**src/rtl/hms_pkg.sv**
```systemverilog
package hms_pkg;
  localparam int unsigned SEC_W   = 6;
  localparam int unsigned HR_W    = 5;
  localparam int unsigned SEC_MAX = 59;
  localparam int unsigned HR_MAX  = 23;
  localparam int unsigned N_BTN   = 3;
  // synchronizer lane assignment
  localparam int unsigned LANE_TICK = 0;
  localparam int unsigned LANE_ADJ  = 1;
  localparam int unsigned LANE_BTN0 = 2;
  localparam int unsigned N_LANE    = LANE_BTN0 + N_BTN;
  typedef enum logic [1:0] {F_SEC = 2'd0, F_MIN = 2'd1, F_HR = 2'd2} field_e;
endpackage

```
**src/rtl/hms_sync.sv**
```systemverilog
module hms_sync #(
  parameter int unsigned W = 1
) (
  input  logic         clk,
  input  logic         rst_n,
  input  logic [W-1:0] d,
  output logic [W-1:0] q
);
  logic [W-1:0] meta;

  always_ff @(posedge clk or negedge rst_n) begin
    if (!rst_n) begin
      meta <= '0;
      q    <= '0;
    end else begin
      meta <= d;
      q    <= meta;
    end
  end
endmodule

```
**src/rtl/hms_debounce.sv**
```systemverilog
module hms_debounce #(
  parameter int unsigned WAIT = 2500000
) (
  input  logic clk,
  input  logic rst_n,
  input  logic raw,
  output logic clean
);
  localparam int unsigned CW = (WAIT > 1) ? $clog2(WAIT) : 1;
  localparam logic [CW-1:0] LAST = CW'(WAIT - 1);

  logic [CW-1:0] cnt;
  logic [2:0]    hist;

  always_ff @(posedge clk or negedge rst_n) begin
    if (!rst_n) begin
      cnt  <= '0;
      hist <= '0;
    end else begin
      cnt <= (cnt == LAST) ? '0 : cnt + 1'b1;
      if (cnt == '0) hist <= {hist[1:0], raw};
    end
  end

  assign clean = &hist;

  AST_DEB_SAMPLE_SLOT: assert property (@(posedge clk) disable iff (!rst_n)
    $rose(clean) |-> $past(cnt) == '0);
endmodule

```
**src/rtl/hms_field.sv**
```systemverilog
module hms_field #(
  parameter int unsigned W   = 6,
  parameter int unsigned MAX = 59
) (
  input  logic         clk,
  input  logic         rst_n,
  input  logic         step,
  output logic [W-1:0] val,
  output logic         at_max
);
  localparam logic [W-1:0] TOP = W'(MAX);

  assign at_max = (val == TOP);

  always_ff @(posedge clk or negedge rst_n) begin
    if (!rst_n)    val <= '0;
    else if (step) val <= at_max ? '0 : val + 1'b1;
  end

  AST_FIELD_WRAP: assert property (@(posedge clk) disable iff (!rst_n)
    (step && at_max) |=> val == '0);
  AST_FIELD_RANGE: assert property (@(posedge clk) disable iff (!rst_n)
    val <= TOP);
endmodule

```
**src/rtl/hms_keeper.sv**
```systemverilog
module hms_keeper
  import hms_pkg::*;
#(
  parameter int unsigned DEB_WAIT = 2500000
) (
  input  logic            clk,
  input  logic            rst_n,
  input  logic            tick_in,
  input  logic            adj_sw,
  input  logic            btn_sec,
  input  logic            btn_min,
  input  logic            btn_hr,
  output logic            adj_led,
  output logic [SEC_W-1:0] sec_o,
  output logic [SEC_W-1:0] min_o,
  output logic [HR_W-1:0]  hr_o
);
  logic [N_LANE-1:0] raw_in, sync_q;
  logic              tick_s, adj_s, tick_armed_n;
  logic [N_BTN-1:0]  btn_s, btn_clean, btn_seen, btn_step;
  logic              tick_step, sec_max, min_max, hr_max;
  logic              sec_step, min_step, hr_step;

  assign raw_in  = {btn_hr, btn_min, btn_sec, adj_sw, tick_in};
  assign adj_led = adj_sw;

  hms_sync #(.W(N_LANE)) u_sync (
    .clk(clk), .rst_n(rst_n), .d(raw_in), .q(sync_q)
  );

  assign tick_s = sync_q[LANE_TICK];
  assign adj_s  = sync_q[LANE_ADJ];
  assign btn_s  = sync_q[LANE_BTN0 +: N_BTN];

  for (genvar i = 0; i < N_BTN; i++) begin : g_btn
    hms_debounce #(.WAIT(DEB_WAIT)) u_deb (
      .clk(clk), .rst_n(rst_n), .raw(btn_s[i]), .clean(btn_clean[i])
    );
    assign btn_step[i] = adj_s && btn_clean[i] && !btn_seen[i];
  end

  // tick armed/fired flag; in adjust mode it tracks the level so exit sees no edge
  always_ff @(posedge clk or negedge rst_n) begin
    if (!rst_n) begin
      tick_armed_n <= 1'b0;
      btn_seen     <= '0;
    end else begin
      if (adj_s)       tick_armed_n <= tick_s;
      else if (tick_s) tick_armed_n <= 1'b1;
      else             tick_armed_n <= 1'b0;
      btn_seen <= adj_s ? btn_clean : '0;
    end
  end

  assign tick_step = !adj_s && tick_s && !tick_armed_n;
  assign sec_step  = adj_s ? btn_step[F_SEC] : tick_step;
  assign min_step  = adj_s ? btn_step[F_MIN] : (tick_step && sec_max);
  assign hr_step   = adj_s ? btn_step[F_HR]  : (tick_step && sec_max && min_max);

  hms_field #(.W(SEC_W), .MAX(SEC_MAX)) u_sec (
    .clk(clk), .rst_n(rst_n), .step(sec_step), .val(sec_o), .at_max(sec_max)
  );
  hms_field #(.W(SEC_W), .MAX(SEC_MAX)) u_min (
    .clk(clk), .rst_n(rst_n), .step(min_step), .val(min_o), .at_max(min_max)
  );
  hms_field #(.W(HR_W), .MAX(HR_MAX)) u_hr (
    .clk(clk), .rst_n(rst_n), .step(hr_step), .val(hr_o), .at_max(hr_max)
  );

  AST_ADJ_FREEZE: assert property (@(posedge clk) disable iff (!rst_n)
    (adj_s && btn_step == '0) |=> $stable({hr_o, min_o, sec_o}));
  AST_TICK_SINGLE: assert property (@(posedge clk) disable iff (!rst_n)
    tick_step |=> !tick_step);
  AST_ADJ_NO_CARRY: assert property (@(posedge clk) disable iff (!rst_n)
    (adj_s && sec_step && sec_max && !min_step) |=> $stable(min_o));
  AST_EXIT_NO_EDGE: assert property (@(posedge clk) disable iff (!rst_n)
    ($fell(adj_s) && tick_s && $past(tick_s)) |-> !tick_step);
  AST_HR_WRAP_ZERO: assert property (@(posedge clk) disable iff (!rst_n)
    (hr_step && hr_max) |=> hr_o == '0);
endmodule

```
**config.mk**
```make
export PLATFORM = sky130hd
export DESIGN_NAME = hms_keeper
export DESIGN_NICKNAME = d
export VERILOG_FILES = /design/src/rtl/hms_pkg.sv /design/src/rtl/hms_sync.sv /design/src/rtl/hms_debounce.sv /design/src/rtl/hms_field.sv /design/src/rtl/hms_keeper.sv
export SDC_FILE = /design/constraint.sdc
export NUM_CORES = 1
export LEC_CHECK = 0
export ABC_CLOCK_PERIOD_IN_PS = 2300
export CELL_PAD_IN_SITES_DETAIL_PLACEMENT = 1
export CELL_PAD_IN_SITES_GLOBAL_PLACEMENT = 1
export CORE_MARGIN = 4
export CORE_UTILIZATION = 40
export CTS_CLUSTER_DIAMETER = 200
export DETAILED_ROUTE_END_ITERATION = 8
export PLACE_DENSITY_LB_ADDON = 0.1
export SYNTH_ARGS = -nofsm -noshare
export SYNTH_HDL_FRONTEND = slang
export SYNTH_SLANG_ARGS = --single-unit
```
**constraint.sdc**
```tcl
create_clock -name clk -period 2.3 [get_ports clk]
set_clock_uncertainty 0.15 [all_clocks]
set_input_delay 0.23 -clock clk [delete_from_list [all_inputs] [get_ports clk]]
set_output_delay 0.23 -clock clk [all_outputs]
set_load 0.005 [all_outputs]
```
==> results of run 1 <==
power by group:
part           total (mW)  switching, mW  internal (mW)  leakage (nW)
logic               0.190         0.0895          0.100         0.917
clock network        1.47          0.719          0.749         0.135
registers            1.95         0.0506           1.90          1.41
synthesized netlist by cell type:
| library cell | number | share of area |
|---|---|---|
| sky130_fd_sc_hd__a211oi_1 | 1 | 0.0016 |
| sky130_fd_sc_hd__a21o_1 | 2 | 0.0031 |
| sky130_fd_sc_hd__a21oi_1 | 2 | 0.0021 |
| sky130_fd_sc_hd__a31oi_1 | 2 | 0.0026 |
| sky130_fd_sc_hd__and2_1 | 1 | 0.0013 |
| sky130_fd_sc_hd__and2b_1 | 1 | 0.0016 |
| sky130_fd_sc_hd__and3_1 | 8 | 0.010 |
| sky130_fd_sc_hd__and4_1 | 7 | 0.013 |
| sky130_fd_sc_hd__buf_2 | 3 | 0.0031 |
| sky130_fd_sc_hd__buf_4 | 1 | 0.0016 |
| sky130_fd_sc_hd__clkbuf_1 | 5 | 0.0039 |
| sky130_fd_sc_hd__clkbuf_2 | 2 | 0.0021 |
| sky130_fd_sc_hd__dfrtp_1 | 106 | 0.56 |
| sky130_fd_sc_hd__ha_1 | 9 | 0.024 |
| sky130_fd_sc_hd__inv_1 | 12 | 0.0094 |
| sky130_fd_sc_hd__mux2_1 | 1 | 0.0024 |
| sky130_fd_sc_hd__mux2_2 | 12 | 0.028 |
| sky130_fd_sc_hd__mux2i_1 | 1 | 0.0021 |
| sky130_fd_sc_hd__nand2_1 | 39 | 0.031 |
| sky130_fd_sc_hd__nand3_1 | 41 | 0.043 |
| sky130_fd_sc_hd__nand3b_1 | 4 | 0.0063 |
| sky130_fd_sc_hd__nand4_1 | 22 | 0.029 |
| sky130_fd_sc_hd__nand4b_1 | 1 | 0.0018 |
| sky130_fd_sc_hd__nor2_1 | 42 | 0.033 |
| sky130_fd_sc_hd__nor2b_1 | 6 | 0.0079 |
| sky130_fd_sc_hd__nor3_1 | 8 | 0.0084 |
| sky130_fd_sc_hd__nor4_1 | 16 | 0.021 |
| sky130_fd_sc_hd__nor4_2 | 1 | 0.0026 |
| sky130_fd_sc_hd__nor4b_1 | 2 | 0.0037 |
| sky130_fd_sc_hd__o2111ai_1 | 1 | 0.0018 |
| sky130_fd_sc_hd__o21a_4 | 1 | 0.0031 |
| sky130_fd_sc_hd__o21ai_0 | 17 | 0.018 |
| sky130_fd_sc_hd__o2bb2ai_2 | 1 | 0.0031 |
| sky130_fd_sc_hd__o31ai_1 | 2 | 0.0031 |
| sky130_fd_sc_hd__o32ai_4 | 1 | 0.0058 |
| sky130_fd_sc_hd__o41ai_1 | 1 | 0.0018 |
| sky130_fd_sc_hd__or2_2 | 1 | 0.0013 |
| sky130_fd_sc_hd__or3_1 | 1 | 0.0013 |
| sky130_fd_sc_hd__or3b_4 | 1 | 0.0024 |
| sky130_fd_sc_hd__or4_1 | 1 | 0.0016 |
| sky130_fd_sc_hd__xnor2_1 | 34 | 0.062 |
| sky130_fd_sc_hd__xor2_1 | 21 | 0.039 |
state kept, by name (all words and copies together), names as in the netlist:
register / count
g_btn.u_deb.hist: 9
tick_armed_n: 1
g_btn.u_deb.cnt: 66
u_sec.val: 6
u_min.val: 6
u_hr.val: 5
u_sync.q: 5
u_sync.meta: 5
btn_seen: 3
worst max-delay path: cells and delay by family, from the launching register on:
| family | cells | cell delay (ns) |
|---|---|---|
| DFF | 1 | 0.43 |
| buffers and inverters | 1 | 0.22 |
| and+or+nand+nor | 3 | 0.81 |
| AOI/OAI and AO/OA | 1 | 0.09 |
| adders and majority gates | 1 | 0.23 |
logic make-up after synthesis:
kind of cell               after synthesis
xor gates and xnor gates                55
AOI/OAI and AO/OA                       31
buffers and inverters                   23
and+or+nand+nor                        203
adders and majority gates                9
muxes                                   14
DFF                                    106
path summary, 6_finish.rpt:
path	to	cells after the start	startpoint
hold reg to reg	u_sync.q[0]$_DFF_PN0_	0	u_sync.meta[0]$_DFF_PN0_
max in group asynchronous	g_btn[2].u_deb.cnt[21]$_DFF_PN0_	3	rst_n
setup reg to reg	g_btn[2].u_deb.cnt[21]$_DFF_PN0_	6	g_btn[2].u_deb.cnt[0]$_DFF_PN0_
setup / recovery	g_btn[2].u_deb.cnt[21]$_DFF_PN0_	6	g_btn[2].u_deb.cnt[0]$_DFF_PN0_
hold / removal	u_sync.meta[4]$_DFF_PN0_	1	btn_hr
min in group asynchronous	g_btn[2].u_deb.cnt[19]$_DFF_PN0_	2	rst_n
metal layers:
layer	track usage	vias to the layer above	wire [µm]
li1	-	1625	-
met4	0.0428	0	115
met3	0.0452	8	270
met5	0	-	0
met2	0.248	25	4620
met1	0.212	1668	4570
repair_timing:
action,in CTS,in global routing
resized for setup,0,0
hold endpoints to repair,22,0
hold buffers,1,0
final cells by class:
type | instances | area [µm²] | share of cell area
clock buffers | 10 | 229 | 0.0413
clock inverters | 6 | 50.0 | 0.00903
inverters | 12 | 45.0 | 0.00813
multi-input cells | 312 | 2020 | 0.365
flip-flops and latches | 106 | 2650 | 0.479
well taps | 143 | 179 | 0.0323
repair buffers | 39 | 365 | 0.0659
==> out/qor_table.md, run 1 <==
| Quantity | This run |
|---|---|
| Remaining routing DRC violations | 0 |
| Final GP Congestion | 0.736 |
| Accumulated negative setup slack | 0 ns |
| Category of the most critical setup path | reg2reg |
| Antenna cells | 0 |
| Element type at the critical path start | register |
| Warning count from the yosys run | 0 |
| Number of nets at the end of the flow | 496 |
| Routed len/inst | 15.2 µm |
| Arrival time of the worst setup path | 2.12 ns |
| Register-to-register path setup slack | 0.25 ns |
| Required time of the critical path | 2.37 ns |
| Sequential element share of the synthesized area | 0.556 |
| Skew-Pair Late Insertion Delay | 0.35 ns |
| Hold Violations, Final | 0 |
| Final Instance Count excl. Fillers | 628 |
| Largest family of logic cells by synthesized area | simple AND/OR/NAND/NOR gates |
| First-pass GRT wire length | 17,000 µm |
| Nets in the synthesized netlist | 457 |
| Status | finished clean |
| Placed insts | 611 |
| Summed instance area of the synthesized netlist | 0.00477 mm² |
| Count of antenna-violating nets left after detailed routing | 0 |
| Clock tree root driver cell | sky130_fd_sc_hd__clkbuf_16 |
| Setup violation total in the final timing report | 0 |
| Final Cell Area | 0.00554 mm² |
| Slowest cell on the critical path | sky130_fd_sc_hd__nor4_1 |
| Routed vias | 3,326 |
| CTS tree | yes |
| Overall die area | 0.0137 mm² |
| Share of synthesized cell area in and, or, nand and nor gates | 0.220 |
| Slew at the pin closest to its max-slew limit | 0.444 ns |
| Yosys reg bits | 106 |
| Initial Util | 0.412 |
| Fraction of synthesized cell area in xor and xnor cells | 0.101 |
| Final worst setup slack | 0.254 ns |
| Overall power of the completed layout | 3.61 mW |
| Detailed-routing iteration count for the pre-antenna-repair pass | 4 |
| Unrepaired setup endpoints after global routing | false |
| Shortest period the worst path allows | 2.05 ns |
| Power per cell area | 652 mW/mm² |
| Clock sinks | 106 |
| Upper clock frequency limit | 489 MHz |
| # fillers | 1,280 |
| Post-detailed-routing wire length | 9580 µm |
| Maximum level of the CTS H-tree | 3 |
| Number of buffers added for setup after CTS | 0 |
| Synthesized-area fraction occupied by ao, oa, aoi and oai cells | 0.0462 |
| Maximum vdd drop | 0.000355 V |
| All-layer global routing usage | 0.157 |
| Class of the most critical hold timing path | in2reg |
| Share of synthesized area spent on multiplexers | 0.0328 |
| Number of antenna violations at the first check in global routing | 0 |
| Clk pin slew, worst setup/hold paths | 0.07 ns |
| CP Capture Type | register |
| Pins over their slew limit | 0 |
| Mapped Cells | 441 |
| Worst slew margin relative to its limit | 0.704 |
| Post-detailed-placement half-perimeter wirelength | 6820 µm |
| Leading cell type in the layout, fill and taps excluded | sky130_fd_sc_hd__dfrtp_1 |
| Number of I/O port buffers | 24 |
| Place WS | 0.255 ns |
| Overall die width | 117 µm |
| CP max FO | 6 |
| Largest net degree at the start of global routing | 45 |
| Leading cell types in the layout, fill and taps excluded | sky130_fd_sc_hd__dfrtp_1 (106), sky130_fd_sc_hd__nor2_1 (42), sky130_fd_sc_hd__nand3_1 (41) |
| Synthesized area per cell | 10.8 µm² |
| Cell area reported after detailed placement | 0.00525 mm² |
| Vias in the first global route | 3,470 |
| Top-level I/O count | 25 |
| Number of buffers created by CTS | 9 |
| Adder-cell share of the synthesized area | 0.0236 |
| Initial drt markers | 202 |
| Maximum single-stage delay on the critical path | 0.47 ns |
| Routed via count divided by cell count | 5.30 |
| Core box area | 0.0116 mm² |
| Height of the chip | 117 µm |
| Number of distinct library cell variants in the gate-level netlist after synthesis | 42 |
| Leakage power figure | 2.46 nW |
| Proportion of layout cells with a drive suffix above 1 | 0.0990 |
| Total gr overflow | 0 |
| Number of placement rows | 39 |
| Final Cycle Share | 0.890 |
| Cell breakdown of the critical path | ha_1 -> nand4_1 -> nor4_1 -> buf_4 -> nand3b_1 -> o21ai_0 |
| Growth of design area from synthesis to finish | 16.2% |
| Final worst hold slack | 0.169 ns |
| Final cell utilization of the core | 0.479 |
| Max clock buf depth | 2 |
| Maximum Capacitance Violations | 0 |
(Power assumes the default switching activity.)
==> run 2: changes to the inputs <==
CAP_MARGIN = 20   (was unset)
RECOVER_POWER = 50   (was unset)
==> run 2 against run 1 <==
First-iteration DRC count fell by 11%. Non-clock buffer count unchanged. Via count rose by 0.45%. Critical path depth is the same. Final cell count did not move. Global-route usage unchanged. Sequential share of layout area increased by 0.11 points. Power down 0.12%. Utilization fell by 0.11 points. Clock-buffer cell count unchanged. Critical endpoint unchanged. Largest cell class unchanged.
==> out/qor_table.md, run 2 (same netlist as run 1, synthesis figures left out) <==
| Quantity | This run | vs previous |
|---|---|---|
| Clock sinks | 106 | unchanged |
| Overall die width | 117 µm | unchanged |
| Setup violation total in the final timing report | 0 | unchanged |
| Shortest period the worst path allows | 2.05 ns | +0.000174 ns |
| Maximum Capacitance Violations | 0 | unchanged |
| Status | finished clean |  |
| Growth of design area from synthesis to finish | 15.9% |  |
| Post-detailed-routing wire length | 9560 µm | -0.14% |
| Class of the most critical hold timing path | reg2reg |  |
| Largest net degree at the start of global routing | 45 | unchanged |
| All-layer global routing usage | 0.157 | unchanged |
| Met2 Resource Use GR | 0.248 | unchanged |
| Cell area reported after detailed placement | 0.00525 mm² | unchanged |
| Leading cell type in the layout, fill and taps excluded | sky130_fd_sc_hd__dfrtp_1 |  |
| Final Cell Area | 0.00553 mm² | -0.23% |
| Routed vias | 3,341 | +0.45% |
| Number of flip-flops under the largest register name | 66 | unchanged |
| Proportion of layout cells with a drive suffix above 1 | 0.0969 | -0.00206 |
| Post-detailed-placement half-perimeter wirelength | 6820 µm | unchanged |
| Accumulated negative setup slack | 0 ns | unchanged |
| Largest Register | g_btn.u_deb.cnt |  |
| Number of antenna violations at the first check in global routing | 0 | unchanged |
| Required time of the critical path | 2.37 ns | about the same |
| Leading registers by flop count | g_btn.u_deb.cnt: 66 flops, g_btn.u_deb.hist: 9 flops |  |
| Leakage power figure | 2.45 nW | -0.23% |
| CP max FO | 6 | unchanged |
| Top-level I/O count | 25 | unchanged |
| Antenna cells | 0 | unchanged |
| Upper clock frequency limit | 489 MHz | about the same |
| Routed len/inst | 15.2 µm | -0.14% |
| Clock tree root driver cell | sky130_fd_sc_hd__clkbuf_16 |  |
| Number of nets at the end of the flow | 496 | unchanged |
| Clk pin slew, worst setup/hold paths | 0.07 ns | about the same |
| Number of placement rows | 39 | unchanged |
| Remaining routing DRC violations | 0 | unchanged |
| Most congested layer reported by global routing | met2 |  |
| GRT met1 Usage | 0.212 | unchanged |
| Slew at the pin closest to its max-slew limit | 1.41 ns | +0.970 ns |
| Element type at the critical path start | register |  |
| Core box area | 0.0116 mm² | unchanged |
| CTS tree | yes |  |
| First-pass GRT wire length | 17,000 µm | unchanged |
| Routed via count divided by cell count | 5.32 | +0.45% |
| WP buf/inv | 1 | unchanged |
| Initial Util | 0.412 | unchanged |
| Count of antenna-violating nets left after detailed routing | 0 | unchanged |
| Launching point of the worst reg2reg path | g_btn[2].u_deb.cnt[0]$_DFF_PN0_ |  |
| Final Cycle Share | 0.890 | about the same |
| Met3 layer usage reported by global route | 0.0452 | unchanged |
| Unrepaired setup endpoints after global routing | false |  |
| Number of buffers created by CTS | 9 | unchanged |
| Overall die area | 0.0137 mm² | unchanged |
| Startpoint of the worst hold path | u_sync.meta[0]$_DFF_PN0_ |  |
| Category of the most critical setup path | reg2reg |  |
| Power per cell area | 653 mW/mm² | +0.11% |
| Final GP Congestion | 0.736 | unchanged |
| Total gr overflow | 0 | unchanged |
| Arrival time of the worst setup path | 2.12 ns | about the same |
| Vias in the first global route | 3,470 | unchanged |
| Pins over their slew limit | 0 | unchanged |
| Hold Violations, Final | 0 | unchanged |
| Setup crit start | g_btn[2].u_deb.cnt[0]$_DFF_PN0_ |  |
| Height of the chip | 117 µm | unchanged |
| Leading cell types in the layout, fill and taps excluded | sky130_fd_sc_hd__dfrtp_1 (106), sky130_fd_sc_hd__nor2_1 (42), sky130_fd_sc_hd__nand3_1 (41) |  |
| Maximum vdd drop | 0.000355 V | about the same |
| Slowest cell on the critical path | sky130_fd_sc_hd__nor4_1 |  |
| Detailed-routing iteration count for the pre-antenna-repair pass | 4 | unchanged |
| Maximum single-stage delay on the critical path | 0.47 ns | about the same |
| Maximum level of the CTS H-tree | 3 | unchanged |
| CP Capture Type | register |  |
| Cell breakdown of the critical path | ha_1 -> nand4_1 -> nor4_1 -> buf_4 -> nand3b_1 -> o21ai_0 |  |
| Crit path max-delay family | simple AND/OR/NAND/NOR gates |  |
| Number of I/O port buffers | 24 | unchanged |
| Initial drt markers | 179 | -11% |
| Worst slew margin relative to its limit | 0.0575 | -0.647 |
| Max clock buf depth | 2 | unchanged |
| Skew-Pair Late Insertion Delay | 0.35 ns | about the same |
## run 2: cell types whose count changed in the layout (fill, tap and decap cells not counted)
cell / previous run / this run
sky130_fd_sc_hd__clkdlybuf4s50_1: 23 / 18
sky130_fd_sc_hd__dlygate4sd3_1: 1 / 6
sky130_fd_sc_hd__buf_12: 1 / 0
sky130_fd_sc_hd__buf_4: 14 / 13
sky130_fd_sc_hd__buf_6: 0 / 1
sky130_fd_sc_hd__clkbuf_1: 1 / 2
## run 2: area by class of cell
type	instances	area (µm²)
inverters	12	45.0
well taps	143	179
clock buffers	10	229
fillers	1281	6040
multi-input cells	312	2020
repair buffers	39	353
clock inverters	6	50.0
flip-flops and latches	106	2650
## run 2: worst paths after layout
check                                                      to  slack (ns)  depth (start not counted)
setup / recovery             g_btn[2].u_deb.cnt[21]$_DFF_PN0_        0.25                          6
hold / removal                          u_sync.q[0]$_DFF_PN0_        0.21                          0
setup reg to reg             g_btn[2].u_deb.cnt[21]$_DFF_PN0_        0.25                          6
hold reg to reg                         u_sync.q[0]$_DFF_PN0_        0.21                          0
max in group asynchronous  g_btn[0].u_deb.hist[0]$_DFFE_PN0N_        0.37                          3
min in group asynchronous    g_btn[2].u_deb.cnt[19]$_DFF_PN0_        0.58                          2
## run 2: per-layer routing
layer  vias up  wire (µm)
met5         -          0
met4         0        115
met3         8        271
met2        25       4620
met1      1683       4560
li1       1625          -
## run 2: timing repair
item,CTS,global route
buffers inserted,0,0
hold buffers,1,0
endpoints found under the hold margin,22,0
resized for setup,0,0
## run 2: through the flow
step	worst slack [ns]	power (mW)	utilization	hold slack, ns	instances
6_report	0.253	3.61	0.478	0.206	628
5_1_grt	0.0543	3.78	0.478	0.223	628
3_5_place_dp	0.255	2.19	0.454	0.0205	611
3_3_place_gp	0.285	2.18	0.454	0.0173	611
2_1_floorplan	0.381	2.04	-	-0.216	441
4_1_cts	0.219	3.68	0.479	0.154	628
## run 2: power by group
part           leakage [nW]  internal (mW)  switching [mW]  total [mW]
Combinational         0.911         0.0961          0.0890       0.185
Clock                 0.135          0.749           0.719        1.47
Sequential             1.41           1.90          0.0506        1.95
Total                  2.45           2.75           0.859        3.61
